<file path="src/rtl/lcd_drv_pkg.sv">
package lcd_drv_pkg;
   localparam int RAIL_W = 3;
   typedef logic [RAIL_W-1:0] rail_t;

   localparam rail_t RAIL_V1 = 3'd1;
   localparam rail_t RAIL_V2 = 3'd2;
   localparam rail_t RAIL_V3 = 3'd3;
   localparam rail_t RAIL_V4 = 3'd4;
   localparam rail_t RAIL_V5 = 3'd5;
   localparam rail_t RAIL_V6 = 3'd6;

   // select rails are shared; each bank has its own non-select pair
   function automatic rail_t pick_rail(input logic on, input logic m_eff, input logic bank2);
      if (on)
         return m_eff ? RAIL_V1 : RAIL_V2;
      else if (bank2)
         return m_eff ? RAIL_V5 : RAIL_V6;
      else
         return m_eff ? RAIL_V3 : RAIL_V4;
   endfunction
endpackage

</file>
<file path="src/rtl/lcd_sync_edge.sv">
module lcd_sync_edge #(
   parameter int WIDTH = 7,
   parameter int DEPTH = 2
) (
   input  logic             clk,
   input  logic             rst,
   input  logic [WIDTH-1:0] d,
   output logic [WIDTH-1:0] q,
   output logic [WIDTH-1:0] rise,
   output logic [WIDTH-1:0] fall
);
   logic [WIDTH-1:0] pipe [DEPTH];
   logic [WIDTH-1:0] prev;

   always_ff @(posedge clk) begin
      if (rst) begin
         for (int k = 0; k < DEPTH; k++) pipe[k] <= '0;
         prev <= '0;
      end else begin
         pipe[0] <= d;
         for (int k = 1; k < DEPTH; k++) pipe[k] <= pipe[k-1];
         prev <= pipe[DEPTH-1];
      end
   end

   assign q    = pipe[DEPTH-1];
   assign rise = q & ~prev;
   assign fall = ~q & prev;
endmodule

</file>
<file path="src/rtl/lcd_chan.sv">
module lcd_chan #(
   parameter int STAGES = 20
) (
   input  logic              clk,
   input  logic              rst,
   input  logic              shift_en,
   input  logic              load_en,
   input  logic              dir_left,
   input  logic              in_l,
   input  logic              in_r,
   output logic [STAGES-1:0] sr_q,
   output logic [STAGES-1:0] lat_q,
   output logic              out_l,
   output logic              out_r,
   output logic              oe_l,
   output logic              oe_r
);
   always_ff @(posedge clk) begin
      if (rst) begin
         sr_q  <= '0;
         lat_q <= '0;
      end else begin
         if (shift_en)
            sr_q <= dir_left ? {in_r, sr_q[STAGES-1:1]} : {sr_q[STAGES-2:0], in_l};
         if (load_en)
            lat_q <= sr_q;
      end
   end

   assign out_l = sr_q[0];
   assign out_r = sr_q[STAGES-1];
   assign oe_l  = dir_left;
   assign oe_r  = ~dir_left;
endmodule

</file>
<file path="src/rtl/lcd_rail_map.sv">
module lcd_rail_map
   import lcd_drv_pkg::*;
#(
   parameter int STAGES = 20,
   parameter bit BANK2  = 1'b0
) (
   input  logic [STAGES-1:0]        lat,
   input  logic                     m_eff,
   output logic [STAGES*RAIL_W-1:0] rail
);
   for (genvar i = 0; i < STAGES; i++) begin : g_out
      assign rail[i*RAIL_W +: RAIL_W] = pick_rail(lat[i], m_eff, BANK2);
   end
endmodule

</file>
<file path="src/rtl/lcd_segcom_drv.sv">
module lcd_segcom_drv
   import lcd_drv_pkg::*;
#(
   parameter int STAGES      = 20,
   parameter int SYNC_DEPTH  = 2,
   parameter bit ROW_CAPABLE = 1'b1
) (
   input  logic                         clk,
   input  logic                         rst,
   input  logic                         cl1_i,
   input  logic                         cl2_i,
   input  logic                         alt_i,
   input  logic                         row_mode_i,
   input  logic [1:0]                   dir_i,
   input  logic [1:0]                   ser_l_i,
   input  logic [1:0]                   ser_r_i,
   output logic [1:0]                   ser_l_o,
   output logic [1:0]                   ser_r_o,
   output logic [1:0]                   ser_l_oe,
   output logic [1:0]                   ser_r_oe,
   output logic [2*STAGES*RAIL_W-1:0]   rail_o
);
   localparam int NCH    = 2;
   localparam int SYNC_W = 7;
   localparam int BANK_W = STAGES * RAIL_W;

   if (STAGES < 2) begin : g_bad_stages
      $error("lcd_segcom_drv: STAGES must be at least 2");
   end
   if (SYNC_DEPTH < 2) begin : g_bad_sync
      $error("lcd_segcom_drv: SYNC_DEPTH must be at least 2");
   end

   logic [SYNC_W-1:0] sy_q, sy_rise, sy_fall;
   logic [NCH-1:0]    sh_w, ld_w, m_eff;
   logic [NCH-1:0][STAGES-1:0] sr_w, lat_w;
   logic [NCH-1:0]    din_l_s, din_r_s;

   // bit order: cl1, cl2, alt, ch1 left, ch1 right, ch2 left, ch2 right
   lcd_sync_edge #(.WIDTH(SYNC_W), .DEPTH(SYNC_DEPTH)) u_sync (
      .clk (clk),
      .rst (rst),
      .d   ({ser_r_i[1], ser_l_i[1], ser_r_i[0], ser_l_i[0], alt_i, cl2_i, cl1_i}),
      .q   (sy_q),
      .rise(sy_rise),
      .fall(sy_fall)
   );

   assign din_l_s = {sy_q[5], sy_q[3]};
   assign din_r_s = {sy_q[6], sy_q[4]};

   assign sh_w[0]  = sy_fall[1];
   assign ld_w[0]  = sy_fall[0];
   assign m_eff[0] = sy_q[2];

   if (ROW_CAPABLE) begin : g_row
      assign sh_w[1]  = row_mode_i ? sy_rise[0] : sy_fall[1];
      assign ld_w[1]  = row_mode_i ? sy_rise[1] : sy_fall[0];
      assign m_eff[1] = sy_q[2] ^ row_mode_i;
   end else begin : g_seg
      logic unused_mode;
      assign unused_mode = row_mode_i;
      assign sh_w[1]  = sy_fall[1];
      assign ld_w[1]  = sy_fall[0];
      assign m_eff[1] = sy_q[2];
   end

   for (genvar c = 0; c < NCH; c++) begin : g_ch
      lcd_chan #(.STAGES(STAGES)) u_ch (
         .clk     (clk),
         .rst     (rst),
         .shift_en(sh_w[c]),
         .load_en (ld_w[c]),
         .dir_left(dir_i[c]),
         .in_l    (din_l_s[c]),
         .in_r    (din_r_s[c]),
         .sr_q    (sr_w[c]),
         .lat_q   (lat_w[c]),
         .out_l   (ser_l_o[c]),
         .out_r   (ser_r_o[c]),
         .oe_l    (ser_l_oe[c]),
         .oe_r    (ser_r_oe[c])
      );
      lcd_rail_map #(.STAGES(STAGES), .BANK2(c == 1)) u_map (
         .lat  (lat_w[c]),
         .m_eff(m_eff[c]),
         .rail (rail_o[c*BANK_W +: BANK_W])
      );
   end
endmodule

</file>
<file path="config.mk">
export PLATFORM = sky130hd
export DESIGN_NAME = lcd_segcom_drv
export DESIGN_NICKNAME = d
export VERILOG_FILES = /design/src/rtl/lcd_drv_pkg.sv /design/src/rtl/lcd_sync_edge.sv /design/src/rtl/lcd_chan.sv /design/src/rtl/lcd_rail_map.sv /design/src/rtl/lcd_segcom_drv.sv
export SDC_FILE = /design/constraint.sdc
export NUM_CORES = 1
export LEC_CHECK = 0
export BUFFER_PORTS_ARGS = -buffer_cell sky130_fd_sc_hd__buf_4
export CORE_AREA = 2 2 150 79
export DETAILED_ROUTE_END_ITERATION = 10
export DIE_AREA = 0 0 152 81
export PLACE_DENSITY = 0.75
export SKIP_CTS_REPAIR_TIMING = 1
export SYNTH_ARGS = -nofsm -noshare
export SYNTH_HDL_FRONTEND = slang
export SYNTH_SLANG_ARGS = --single-unit
</file>
<file path="constraint.sdc">
create_clock -name clk -period 6.4 [get_ports clk]
set_input_delay 0.64 -clock clk [delete_from_list [all_inputs] [get_ports clk]]
set_output_delay 0.64 -clock clk [all_outputs]
set_load 0.005 [all_outputs]
</file>
**Word-level counts from Yosys, hierarchy flattened**

Memories as Yosys holds them, arrays and structs flattened.
Cells that the tools add are included.

- Memories kept: 1
- Output and inout bits: 128
- RAM bits: 14
- ROM bits: 0
- Input bits: 12
- Flip-flop bits (word level): 82
- Latch bits: 0
- Logic and storage cells: 68

Memory list:

| name | depth | width | rd ports | clocked after Yosys merged registers in | write ports | RTL line | source |
|---|---|---|---|---|---|---|---|
| u_sync.pipe | 2 | 7 | 2 | 0 | 2 | lcd_sync_edge.sv:12 | `logic [WIDTH-1:0] pipe [DEPTH];` |

- Multiply operators: 0
- Bitwise operators: 9
- Shift operators: 0
- Order comparisons: 0
- Reductions and logical operators: 0
- Equality and inequality tests: 0
- Divide/modulo/power cells: 0
- Mux-type cells: 53
- Add/subtract/negate cells: 0

Operators with widths:

| kind | number |
|---|---|
| $mux W3 | 41 |
| $mux W20 | 2 |
| $mux W7 | 2 |
| $mux W2 | 3 |
| $mux W1 | 5 |
| $and A2 B2 Y2 | 2 |
| $not A2 Y2 | 2 |
| $not A1 Y1 | 2 |
| $or A1 B1 Y1 | 2 |
| $xor A1 B1 Y1 | 1 |

**Logic depth before layout (Yosys ltp)**

An unclocked memory read counts as a cell.

- Word-level depth: 4
- Depth in mapped cells: 6
- Mapped depth without buffers: 3

**Modules after synthesis**

Synthesis repeated with hierarchy kept, for this count alone.

- Cells, all modules: 503
- Area, all modules: 4,889.7 um^2

Modules (own cells, without submodules):

| module | area an instance (um^2) | cells an instance | sequential area each (um^2) | instances |
|---|---|---|---|---|
| lcd_chan | 1,621.6 | 157 | 800.8 | 2 |
| lcd_sync_edge | 764.5 | 65 | 420.4 | 1 |
| lcd_rail_map at g_ch[0].u_map | 479.2 | 61 | 0.0 | 1 |
| lcd_rail_map at g_ch[1].u_map | 371.6 | 60 | 0.0 | 1 |
| lcd_segcom_drv | 31.3 | 3 | 0.0 | 1 |

**Least setup slack after synthesis**

OpenSTA, ideal clock, no wires.

- Path type: input to output
- Start: input row_mode_i
- End: output rail_o[102]
- Stages: 4
- Path buffers: 2
- Setup slack: 3.311 ns
- Arrival: 2.449 ns
- Data required time: 5.760 ns
- Cell sequence: buf_4 > xnor2_1 > inv_1 > buf_4

- Word-level cells in the longest chain between the ends: 3
- Elaborated cells between the ends (all ways): 4
- Classes of those cells: 3 x mux; 1 x bitwise

RTL lines:

| element | RTL line | source |
|---|---|---|
| from (decl) | lcd_segcom_drv.sv:13 | `input logic row_mode_i,` |
| $xor A1 B1 Y1 (*) | lcd_segcom_drv.sv:59 | `assign m_eff[1] = sy_q[2] ^ row_mode_i;` |
| named net g_ch[1].u_map.m_eff | lcd_rail_map.sv:8 | `input logic m_eff,` |
| $mux W2 | lcd_drv_pkg.sv:15, lcd_drv_pkg.sv:17 |  |
| $mux W3 (*) | lcd_drv_pkg.sv:14 | `if (on)` |
| to (decl) | lcd_segcom_drv.sv:21 | `output logic [2*STAGES*RAIL_W-1:0] rail_o` |

The timed path passes the listed nets; every way through them passes the cells marked *.

==> results by group <==
Run status
  – Outcome: completed

Placed design
  – Placed Area: 5420 um2
  – Detailed Place HPWL: 6.47 mm
  – Gp weighted congestion: 0.751
  – Port Buf Inserts: 139
  – Dpl ws: 3430 ps

Synthesis
  – Commonest cells post-synth: dfxtp_1, mux2i_1, buf_4, inv_1, nand2b_1
  – Post-Synth XOR/XNOR Area: 0.00181
  – Synth Warn #: 0
  – Post-synthesis adder-cell area fraction: 0.0518
  – Simple-Gate Fraction of Synth Area: 0.153
  – Post-synth EDFFs: 0
  – Sequential share of the synthesized area: 0.398
  – Main area contributors after synthesis: dfxtp_1, mux2i_1, buf_4
  – Post-Syn Area per Cell: 9.20 um2
  – Yosys top cell area share: 0.398
  – Mapped Nets: 557
  – Async SR Flop Fraction: 0
  – Primary FF master, synth: dfxtp_1
  – Mux cell area share after synthesis: 0.166
  – Compound-Gate Fraction of Synth Area: 0.0567
  – Top-count cell post-synth: dfxtp_1
  – Synth cell types: 21
  – Post-synth top area cell: dfxtp_1
  – Largest family of logic cells by synthesized area: buffers and inverters
  – Post-Syn Area: 4830 um2
  – Mapped Cells: 525
  – Synthesis-stage register bit count: 96

Power and ir drop
  – Pwr dens: 228 nW/um2
  – LEAKAGE: 2.49 nW
  – Design Power: 1.31 mW
  – Maximum vdd drop: 135 uV

Floorplanning
  – Io pins: 140
  – CORE AREA: 11200 um2
  – Initial Util: 0.430
  – DIE AREA: 12300 um2
  – Row Count: 28
  – Die Ht: 81 um
  – Die Width: 152 um

Hold path
  – Worst hold-check path type: register to register

STA
  – Final setup TNS: 0 ps
  – Final Max Slew Viols: 0
  – Final hold slack: 437 ps
  – Tcrit/Tclk final: 0.486
  – Final setup fails: 0
  – Worst Skew: 6.44 ps
  – Final hold viol count: 0
  – Setup WS post-layout: 3290 ps
  – RSZ-0062 raised after global routing: no
  – Slew HR: 0.162
  – Slew @ Worst Pin: 1260 ps
  – Fmax: 322 MHz
  – Final min period: 3110 ps

CTS
  – Cts bufs inserted: 9
  – CTS H-tree lvls: 3
  – Clock transition at path regs: 70 ps
  – Clk buf depth: 2
  – CTS tree: yes
  – Clk_lat worst skew: 320 ps
  – CTS root buf: clkbuf_16
  – CTS sink cnt: 96

Critical path
  – Startpoint type of the worst setup path: register
  – Critical path fanouts, max: 22
  – R2r worst-path depth: 3
  – Critical path launch point: u_sync.pipe[0][9]
  – RR Endpoint: g_ch[1].u_ch.lat_q[14]
  – R2r setup slk: 3940 ps
  – Worst EP arrival: 2470 ps
  – Critical R2R Launch: u_sync.pipe[0][7]
  – Critical Path Sink Type: output pin
  – Setup Crit Path Kind: register to output pin
  – Worst Path Required: 5760 ps
  – Critical Path End: rail_o[90]

Drt
  – DR vias/cell: 4.56
  – TritonRoute pass-1 iters: 5
  – DR WL/cell: 12.2 um
  – Initial DRC Count: 175
  – WL final: 8.97 mm
  – DR vias: 3342
  – Residual DRC count: 0
  – Post-DRT Antenna Nets: 0

Finish
  – Post-route cell area: 5750 um2
  – Antenna Cells: 0
  – Layout Area Growth over Synthesis: 18.9%
  – Final nets: 610
  – Share of cells above drive strength 1: 0.274

Global routing
  – Vias in the first global route: 2845
  – Initial antenna violation count: 0
  – Largest net degree at the start of global routing: 117
  – GRT overflow: 0
  – Tot GR Track Use: 0.142
  – First-pass GRT wire length: 14.2 mm

Job
  – Max Cap Viol: 0
## how the worst min path moves through the flow
stage                 startpoint                  to  slack [ps]  depth (start not counted)
2_1_floorplan  u_sync.pipe[0][3]  u_sync.pipe[0][10]         410                          1
4_1_cts        u_sync.pipe[0][3]  u_sync.pipe[0][10]         440                          1
3_3_place_gp   u_sync.pipe[0][3]  u_sync.pipe[0][10]         430                          1
3_5_place_dp   u_sync.pipe[0][3]  u_sync.pipe[0][10]         430                          1
6_report       u_sync.pipe[0][3]  u_sync.pipe[0][10]         440                          1
5_1_grt        u_sync.pipe[0][2]   u_sync.pipe[0][9]         460                          1
## registers in the layout (all words and copies together), names as in the netlist
signal and count:
g_ch.u_ch.lat_q 40, g_ch.u_ch.sr_q 40, u_sync.pipe 14, u_sync.prev 2
## cells by family (layout without fill, tap and decap cells)
| kind of cell | count (synthesis) | in the layout |
|---|---|---|
| DFF | 96 | 96 |
| AOI/OAI and AO/OA | 43 | 43 |
| and+or+nand+nor | 142 | 142 |
| adders and majority gates | 20 | 20 |
| buffers and inverters | 143 | 201 |
| xor gates and xnor gates | 1 | 1 |
| muxes | 80 | 80 |
## per-stage QoR
step           utilization  cells
6_report             0.511    733
5_1_grt              0.511    733
4_1_cts              0.511    733
3_5_place_dp         0.482    717
3_3_place_gp         0.482    717
2_1_floorplan            -    525
## where the power goes
| group | total (mW) | internal (mW) | switching [mW] |
|---|---|---|---|
| Clock | 0.561 | 0.347 | 0.214 |
| Combinational | 0.137 | 0.0761 | 0.0604 |
| Sequential | 0.614 | 0.607 | 0.00779 |
## final cells by class
class                   count  area, um2
fillers                   998       5500
multi-input cells         286       2080
flip-flops and latches     96       1920
repair buffers            141       1060
clock buffers              13        280
well taps                 150        188
inverters                  44        165
clock inverters             3       47.5
## cell usage in the layout (no fill, tap or decap)
cell | netlist | final
dfxtp_1 | 96 | 96
mux2i_1 | 80 | 80
nand2_1 | 40 | 40
a21oi_1 | 20 | 20
clkinv_4 | 0 | 2
clkbuf_8 | 0 | 4
nor2b_1 | 18 | 17
o21ai_2 | 1 | 1
ha_1 | 20 | 20
nor2b_2 | 0 | 1
a211oi_1 | 20 | 20
or2_0 | 4 | 4
buf_4 | 74 | 141
o21a_1 | 2 | 2
inv_1 | 44 | 44
nand2b_1 | 42 | 42
or2_1 | 16 | 16
xnor2_2 | 0 | 1
bufinv_16 | 0 | 1
clkbuf_16 | 0 | 9
nand3b_1 | 2 | 2
nor2_1 | 20 | 20
## per-layer routing
| metal | routed length, um | global-route usage | up-vias |
|---|---|---|---|
| li1 | - | - | 1727 |
| met1 | 4620 | 0.203 | 1514 |
| met2 | 3800 | 0.214 | 94 |
| met3 | 483 | 0.0411 | 7 |
| met4 | 64 | 0.0336 | 0 |
| met5 | 0 | 0 | - |
## worst max-delay path: stages (launching register included)
cell     delay [ps]
dfxtp_1         540
xnor2_2         810
inv_1           510
buf_4           280
No activity file was read; power rests on OpenSTA's default activity.
